==> src/rtl/ntc_pkg.sv <==
package ntc_pkg;
  typedef enum logic [1:0] {
    ST_IDLE,
    ST_RUN,
    ST_EVAL,
    ST_DONE
  } ntc_state_e;
endpackage

==> src/rtl/ntc_pattern.sv <==
// Per-net drive bit for a given step: code bits first, then the inverted LSB.
module ntc_pattern #(
  parameter int MAX_NETS = 6,
  parameter int CW       = $clog2(MAX_NETS + 2),
  parameter int TS       = CW + 1,
  parameter int SW       = $clog2(TS),
  parameter int NCW      = $clog2(MAX_NETS + 1)
) (
  input  logic [SW-1:0]       step,
  input  logic [NCW-1:0]      n,
  output logic [MAX_NETS-1:0] vec
);
  function automatic logic [TS-1:0] word_of(input int idx);
    logic [CW-1:0] c;
    c = CW'(idx + 1);
    return {~c[0], c};
  endfunction

  for (genvar g = 0; g < MAX_NETS; g++) begin : g_net
    localparam logic [TS-1:0]  W   = word_of(g);
    localparam logic [NCW-1:0] IDX = NCW'(g);
    assign vec[g] = (IDX < n) ? W[step] : 1'b0;
  end
endmodule

==> src/rtl/ntc_judge.sv <==
// Classifies each net's received word as open, suspected short, or good.
module ntc_judge #(
  parameter int MAX_NETS = 6,
  parameter int CW       = $clog2(MAX_NETS + 2),
  parameter int TS       = CW + 1,
  parameter int NCW      = $clog2(MAX_NETS + 1)
) (
  input  logic [MAX_NETS-1:0][TS-1:0] cap,
  input  logic [NCW-1:0]              n,
  output logic [MAX_NETS-1:0]         open_v,
  output logic [MAX_NETS-1:0]         short_v
);
  function automatic logic [TS-1:0] word_of(input int idx);
    logic [CW-1:0] c;
    c = CW'(idx + 1);
    return {~c[0], c};
  endfunction

  for (genvar g = 0; g < MAX_NETS; g++) begin : g_net
    localparam logic [TS-1:0]  OWN = word_of(g);
    localparam logic [NCW-1:0] IDX = NCW'(g);
    logic pair_hit, is_zero, counted;
    always_comb begin
      pair_hit = 1'b0;
      for (int j = 0; j < MAX_NETS; j++) begin
        if (j != g && NCW'(j) < n && cap[g] == (OWN & word_of(j)))
          pair_hit = 1'b1;
      end
      is_zero    = (cap[g] == '0);
      counted    = (IDX < n);
      open_v[g]  = counted && is_zero;
      short_v[g] = counted && !is_zero && (cap[g] != OWN) && pair_hit;
    end
  end
endmodule

==> src/rtl/net_code_tester.sv <==
module net_code_tester #(
  parameter int MAX_NETS = 6,
  localparam int CW      = $clog2(MAX_NETS + 2),
  localparam int TS      = CW + 1,
  localparam int SW      = $clog2(TS),
  localparam int NCW     = $clog2(MAX_NETS + 1)
) (
  input  logic                clk,
  input  logic                rst,
  input  logic                start,
  input  logic [NCW-1:0]      num_nets,
  input  logic [MAX_NETS-1:0] resp,
  output logic [MAX_NETS-1:0] drive,
  output logic                test_active,
  output logic                done,
  output logic [MAX_NETS-1:0] open_flag,
  output logic [MAX_NETS-1:0] short_flag
);
  import ntc_pkg::*;

  ntc_state_e                  state_q;
  logic [SW-1:0]               step_q;
  logic [NCW-1:0]              n_q;
  logic [MAX_NETS-1:0][TS-1:0] cap_q;
  logic [NCW-1:0]              n_clamp, pat_n;
  logic [SW-1:0]               pat_step;
  logic [MAX_NETS-1:0]         pat_vec, open_v, short_v;

  assign n_clamp  = (num_nets > NCW'(MAX_NETS)) ? NCW'(MAX_NETS) : num_nets;
  assign pat_n    = start ? n_clamp : n_q;
  assign pat_step = start ? '0 : step_q + SW'(1);

  ntc_pattern #(.MAX_NETS(MAX_NETS), .CW(CW), .TS(TS), .SW(SW), .NCW(NCW)) u_pattern (
    .step (pat_step),
    .n    (pat_n),
    .vec  (pat_vec)
  );

  ntc_judge #(.MAX_NETS(MAX_NETS), .CW(CW), .TS(TS), .NCW(NCW)) u_judge (
    .cap     (cap_q),
    .n       (n_q),
    .open_v  (open_v),
    .short_v (short_v)
  );

  always_ff @(posedge clk) begin
    if (rst) begin
      state_q     <= ST_IDLE;
      step_q      <= '0;
      n_q         <= '0;
      cap_q       <= '0;
      drive       <= '0;
      test_active <= 1'b0;
      done        <= 1'b0;
      open_flag   <= '0;
      short_flag  <= '0;
    end else if (start) begin
      state_q     <= ST_RUN;
      step_q      <= '0;
      n_q         <= n_clamp;
      cap_q       <= '0;
      drive       <= pat_vec;
      test_active <= 1'b1;
      done        <= 1'b0;
      open_flag   <= '0;
      short_flag  <= '0;
    end else begin
      case (state_q)
        ST_RUN: begin
          for (int i = 0; i < MAX_NETS; i++) cap_q[i][step_q] <= resp[i];
          if (step_q == SW'(TS - 1)) begin
            state_q     <= ST_EVAL;
            drive       <= '0;
            test_active <= 1'b0;
          end else begin
            step_q <= step_q + SW'(1);
            drive  <= pat_vec;
          end
        end
        ST_EVAL: begin
          open_flag  <= open_v;
          short_flag <= short_v;
          done       <= 1'b1;
          state_q    <= ST_DONE;
        end
        default: ;
      endcase
    end
  end
endmodule

==> config.mk <==
export PLATFORM = sky130hd
export DESIGN_NAME = net_code_tester
export DESIGN_NICKNAME = d
export VERILOG_FILES = /design/src/rtl/ntc_pkg.sv /design/src/rtl/ntc_pattern.sv /design/src/rtl/ntc_judge.sv /design/src/rtl/net_code_tester.sv
export SDC_FILE = /design/constraint.sdc
export NUM_CORES = 1
export LEC_CHECK = 0
export CAP_MARGIN = 20
export CORE_MARGIN = 2
export CORE_UTILIZATION = 50
export CTS_BUF_LIST = sky130_fd_sc_hd__clkbuf_2
export DETAILED_ROUTE_END_ITERATION = 6
export GPL_ROUTABILITY_DRIVEN = 0
export PLACE_DENSITY_LB_ADDON = 0.05
export SYNTH_ARGS = -nofsm -noshare
export SYNTH_HDL_FRONTEND = slang
export SYNTH_SLANG_ARGS = --single-unit
==> constraint.sdc <==
create_clock -name clk -period 1.9 [get_ports clk]
set_input_delay 0.38 -clock clk [delete_from_list [all_inputs] [get_ports clk]]
set_output_delay 0.38 -clock clk [all_outputs]
set_load 0.005 [all_outputs]
# Yosys cells after proc, flatten, opt, wreduce, memory -nomap -nowiden
# Index checks and enable logic that the tools add are counted.
[op_classes] add_sub_neg=1 n_lt_le_gt_ge=16 n_eq_ne=26 mux=68 n_bitwise=1 reduce_logical=76
[op_table] op="$logic_and 1x1->1" count=55
[op_table] op="$mux 1" count=47
[op_table] op="$bwmux 4" count=6
[op_table] op="$eq 4x4->1 const B" count=6
[op_table] op="$logic_not 4->1" count=6
[op_table] op="$mux 6" count=3
[op_table] op="$bmux 1 s2" count=6
[op_table] op="$eq 4x1->1 const B" count=3
[op_table] op="$eq 4x2->1 const B" count=3
[op_table] op="$eq 4x3->1 const B" count=3
[op_table] op="$lt 1x3->1 const A" count=4
[op_table] op="$lt 2x3->1 const A" count=4
[op_table] op="$lt 3x3->1 const A" count=4
[op_table] op="$ne 4x4->1 const B" count=3
[op_table] op="$reduce_and 2->1" count=4
[op_table] op="$logic_not 1->1" count=6
[op_table] op="$lt 2x3->1 const B" count=2
[op_table] op="$mux 3" count=2
[op_table] op="$reduce_bool 2->1" count=3
[op_table] op="$eq 2x2->1 const B" count=2
[op_table] op="$mux 2" count=2
[op_table] op="$ne 4x1->1 const B" count=1
[op_table] op="$ne 4x2->1 const B" count=1
[op_table] op="$ne 4x3->1 const B" count=1
[op_table] op="11 further kinds" count=11
[word_totals] ff_bits=51 wordCells=203

# Depth between registers and ports, before layout
[depth] word_depth=8 depth_mapped=7

# By module
# Synthesis repeated with hierarchy kept, for this count alone.
[hier_totals] hier_cells=233 hier_area_um2=2178.3
[by_module_without_submodules] module="net_code_tester" instances=1 cells_each=192 area_each_um2=1910.6 seq_area_each_um2=1021.0
[by_module_without_submodules] module="ntc_judge" instances=1 cells_each=32 area_each_um2=203.9 seq_area_each_um2=0.0
[by_module_without_submodules] module="ntc_pattern" instances=1 cells_each=9 area_each_um2=63.8 seq_area_each_um2=0.0

# Least setup slack after synthesis
# No wires, ideal clock.
[synth_timing] path_type="register to register" startpoint="register step_q[0]" endpoint="register drive[4]" t_arrival_ns=1.749 t_required_ns=1.826 path_slack_ns=0.077 path_stages_with_launch=7 path_buffers=2 synth_period_minus_slack_ns=1.823 cell_sequence="dfxtp_1 > ha_1 > buf_6 > or3b_1 > buf_6 > or4_1 > a31oi_1"
[synth_between] elab_chain_len=8 elab_cells_between_ends=9 cone_classes="add/sub (1); eq/ne (1); mux (7)"
[synth_lines] element="start: declaration" line="net_code_tester.sv:22" rtl="logic [SW-1:0] step_q;"
[synth_lines] element="start signal: assignment" line="net_code_tester.sv:76" rtl="step_q <= step_q + SW'(1);"
[synth_lines] element="$add 2x1->2" line="net_code_tester.sv:31" rtl="assign pat_step = start ? '0 : step_q + SW'(1);"
[synth_lines] element="$mux 2" line="net_code_tester.sv:31"
[synth_lines] element="$bmux 1 s2" line="ntc_pattern.sv:22" rtl="assign vec[g] = (IDX < n) ? W[step] : 1'b0;"
[synth_lines] element="$mux 1 (not written as such)" line="ntc_pattern.sv:22"
[synth_lines] element="$mux 1" line="ntc_pattern.sv:22"
[synth_lines] element="$mux 6" line="net_code_tester.sv:71" rtl="if (step_q == SW'(TS - 1)) begin"
[synth_lines] element="$mux 6" line="net_code_tester.sv:68" rtl="case (state_q)"
[synth_lines] element="$mux 6 (*)" line="net_code_tester.sv:57" rtl="end else if (start) begin"
[synth_lines] element="end signal: assignment" line="net_code_tester.sv:62" rtl="drive <= pat_vec;"
[synth_lines] element="end signal: assignment" line="net_code_tester.sv:77" rtl="drive <= pat_vec;"
[synth_lines] element="end: declaration" line="net_code_tester.sv:13" rtl="output logic [MAX_NETS-1:0] drive,"
# Mark *: on every way between the ends. The rest lies on a longest branch, timed or not. The select of a mux whose other input is x is not followed.
# A chain may end at the register's enable or synchronous reset.

# Final worst setup path
[layout_timing] startpoint="register open_flag[2]" endpoint="output open_flag[2]"
[layout_rtl] element="start: declaration" line="net_code_tester.sv:16" rtl="output logic [MAX_NETS-1:0] open_flag,"
[layout_rtl] element="start signal: assignment" line="net_code_tester.sv:81" rtl="open_flag <= open_v;"
# No word-level cell between the ends.

==> run_results.csv <==
group,metric,value,unit
global_routing,grt_pass1_vias,1598,
worst_setup_path,endpoint_kind,"output port",
worst_setup_path,worstPathMaxFanout,2,
logic_synthesis,synth_area,2080,sq um
placement,port_buffers,31,
detailed_routing,viasPerCell,5.45,
worst_setup_path,cp_cell_sequence,"clkdlybuf4s50_1",
cts,postCtsSetupRepairBufs,0,
timing,max_freq,0.583,GHz
cts,clock_path_buffers,2,
final_layout,antennaDiodeCount,0,
detailed_routing,drtPass1Iterations,4,
logic_synthesis,synthMuxAreaShare,0.964,%
worst_setup_path,slowest_stage,"clkdlybuf4s50_1",
global_routing,grt.overflow.total,0,
detailed_routing,via_count,1838,
detailed_routing,wl_per_cell,14.2,microns
logic_synthesis,synth_area_leaders,"dfxtp_1 (49%), a21oi_1 (9.6%), nand2_1 (6.9%), nand3_1 (6.5%), nor2_1 (4.7%)",
final_layout,final_core_util,62.6,%
global_routing,grt_max_degree,41,
power,power,1.69,mW
final_layout,fill_cells,395,
power,ir_worst_vdd,341,uV
job,maxCapViolCount,0,
cts,clockRootBuffer,"clkbuf_2",
logic_synthesis,synthFlopType,"dfxtp_1",
cts,htreeDepth,2,
timing,hold_viol,0,
final_layout,layout-drive-gt1-share,6.27,%
final_layout,layout.cells.most_common_list,"dfxtp_1 (51), a21oi_1 (40), nand2_1 (38), clkdlybuf4s50_1 (31), nand3_1 (27)",
logic_synthesis,yosysTopAreaCell,"dfxtp_1",
worst_hold_path,hp-class,"reg -> reg",
logic_synthesis,avgSynthCellArea,8.17,sq um
detailed_routing,drtIter0Drc,92,
timing,fin_setup_tns,0,ns
cts,clock_latency,0.43,ns
detailed_routing,totalWireLength,4770,microns
floorplan,initial_core_util,51.9,%
logic_synthesis,yosys_warnings,0,
floorplan,core,4000,sq um
global_routing,antenna_found_initial,0,
final_layout,regArea,1020,sq um
power,leakage,0.855,nW
timing,holdWs,0.443,ns
timing,setup_viol,0,
logic_synthesis,syn_nets,270,
detailed_routing,ant_nets,0,
timing,slew_viol_final,0,
cts,path_clk_slew,0.24,ns
final_layout,area_delta_synth_final,20.6,%
cts,cts_resized,0,
global_routing,grtUsageTotal,23.0,%
floorplan,die_area,4680,sq um
logic_synthesis,synth_cells,254,
timing,clock_skew,0.0165,ns
worst_setup_path,crit_type,"reg -> out",
placement,dp_hpwl,3300,microns
timing,max_slew_margin,67.1,%
floorplan,num_rows,23,
logic_synthesis,synth.ff_latch_count,51,
logic_synthesis,yosys.area_share.simple,26.9,%
worst_setup_path,cp-start-kind,"register",
logic_synthesis,yosysUniqueCellTypes,32,
detailed_routing,drc,0,
cts,ctsHoldBuffers,0,
timing,finalCritPeriodShare,90.3,%
logic_synthesis,synth_seq_area_share,49.2,%
timing,rsz0062_at_grt,"false",
worst_setup_path,cp_top_family,"buffers and inverters",
logic_synthesis,synthArstFlopShare,0,%
worst_setup_path,worst-path-buf-inv,1,
cts,cts_tree,"built",
logic_synthesis,synth_top_area_share,49.2,%
final_layout,fin_nets,303,
power,power.density,673,nW/um^2
timing,tightest_slew,0.487,ns
floorplan,io_pins,32,
floorplan,die-height,68.4,microns
timing,period_minus_slack,1.72,ns
cts,cts-buffers-inserted,5,
floorplan,die-width,68.4,microns
worst_setup_path,cp_data_required_time,1.52,ns
cts,clock-sinks,51,
outcome,status,"completed",
worst_setup_path,arrival,1.34,ns
final_layout,multiInputGateArea,968,sq um
worst_setup_path,critPathMaxStageDelay,0.51,ns
logic_synthesis,synthXorXnorAreaFrac,1.69,%
logic_synthesis,synth_edf_count,0,
logic_synthesis,synth_top_family_by_area,"simple AND/OR/NAND/NOR gates",
global_routing,grt_first_pass_wirelength,7920,microns
logic_synthesis,synth_compound_area_share,14.6,%
logic_synthesis,synthAdderAreaFrac,2.41,%
final_layout,layout_commonest_cell,"dfxtp_1",
-- logic make-up (layout without fill, tap and decap cells) --
group	count (synthesis)	count (layout)
buffers and inverters	19	52
muxes	2	2
DFF	51	51
and+or+nand+nor	120	120
AOI/OAI and AO/OA	54	54
xor gates and xnor gates	4	4
adders and majority gates	4	4
-- cell usage after synthesis (3+ instances only) --
cell and n:
clkbuf_1 12, nor4_1 7, nand2b_1 5, nand3_1 27, inv_1 3, a22oi_1 4, nand2_1 38, ha_1 4
a21oi_1 40, dfxtp_1 51, nor3_1 6, nor2_1 26, nor2b_1 3
-- path summary, 6_finish.rpt --
path | startpoint | cells past startpoint | end | slack (ns)
setup / recovery | open_flag[2]$_SDFFE_PP0P_ | 1 | open_flag[2] | 0.18
hold reg to reg | short_flag[0]$_SDFFE_PP0P_ | 2 | short_flag[0]$_SDFFE_PP0P_ | 0.44
setup reg to reg | step_q[0]$_SDFFE_PP0P_ | 6 | drive[2]$_SDFFE_PP0P_ | 0.24
hold / removal | short_flag[0]$_SDFFE_PP0P_ | 2 | short_flag[0]$_SDFFE_PP0P_ | 0.44
-- tightest hold or removal path: cells and delay by family, from the launching register on --
family / cells / cell delay [ns]
flops: 1 / 0.37
simple gates: 2 / 0.08
-- stage by stage --
stage	instances	setup WS [ns]	area (sq um)
CTS	337	0.174	2500
detailed placement	330	0.127	2470
global route	337	0.0799	2500
global placement	330	0.127	2470
floorplan	254	0.0772	2080
finish	337	0.184	2500
-- layout make-up --
| cell class | instances | area share [%] |
|---|---|---|
| multi-input cells | 184 | 38.7 |
| repair buffers | 42 | 16.2 |
| clock buffers | 5 | 1.00 |
| inverters | 3 | 0.450 |
| flip-flops and latches | 51 | 40.8 |
| well taps | 50 | 2.50 |
| clock inverters | 2 | 0.350 |
-- per-layer routing --
metal	up-vias	GRT usage (%)	wire length (microns)
met5	-	0	0
met4	0	8.25	55
met3	5	3.95	146
met2	31	35.2	2170
met1	855	32.2	2400
li1	947	-	-
-- flip-flops by register name, summed over array words and instances, names as in the netlist --
register,count
test_active,1
step_q,2
done,1
state_q,2
short_flag,6
drive,6
open_flag,6
cap_q,24
n_q,3
-- report_power, final --
part / total (mW) / switching [mW] / internal [mW]
Sequential: 1.11 / 0.0180 / 1.09
Clock: 0.406 / 0.328 / 0.0778
Combinational: 0.172 / 0.0942 / 0.0774
(Power assumes the default switching activity.)
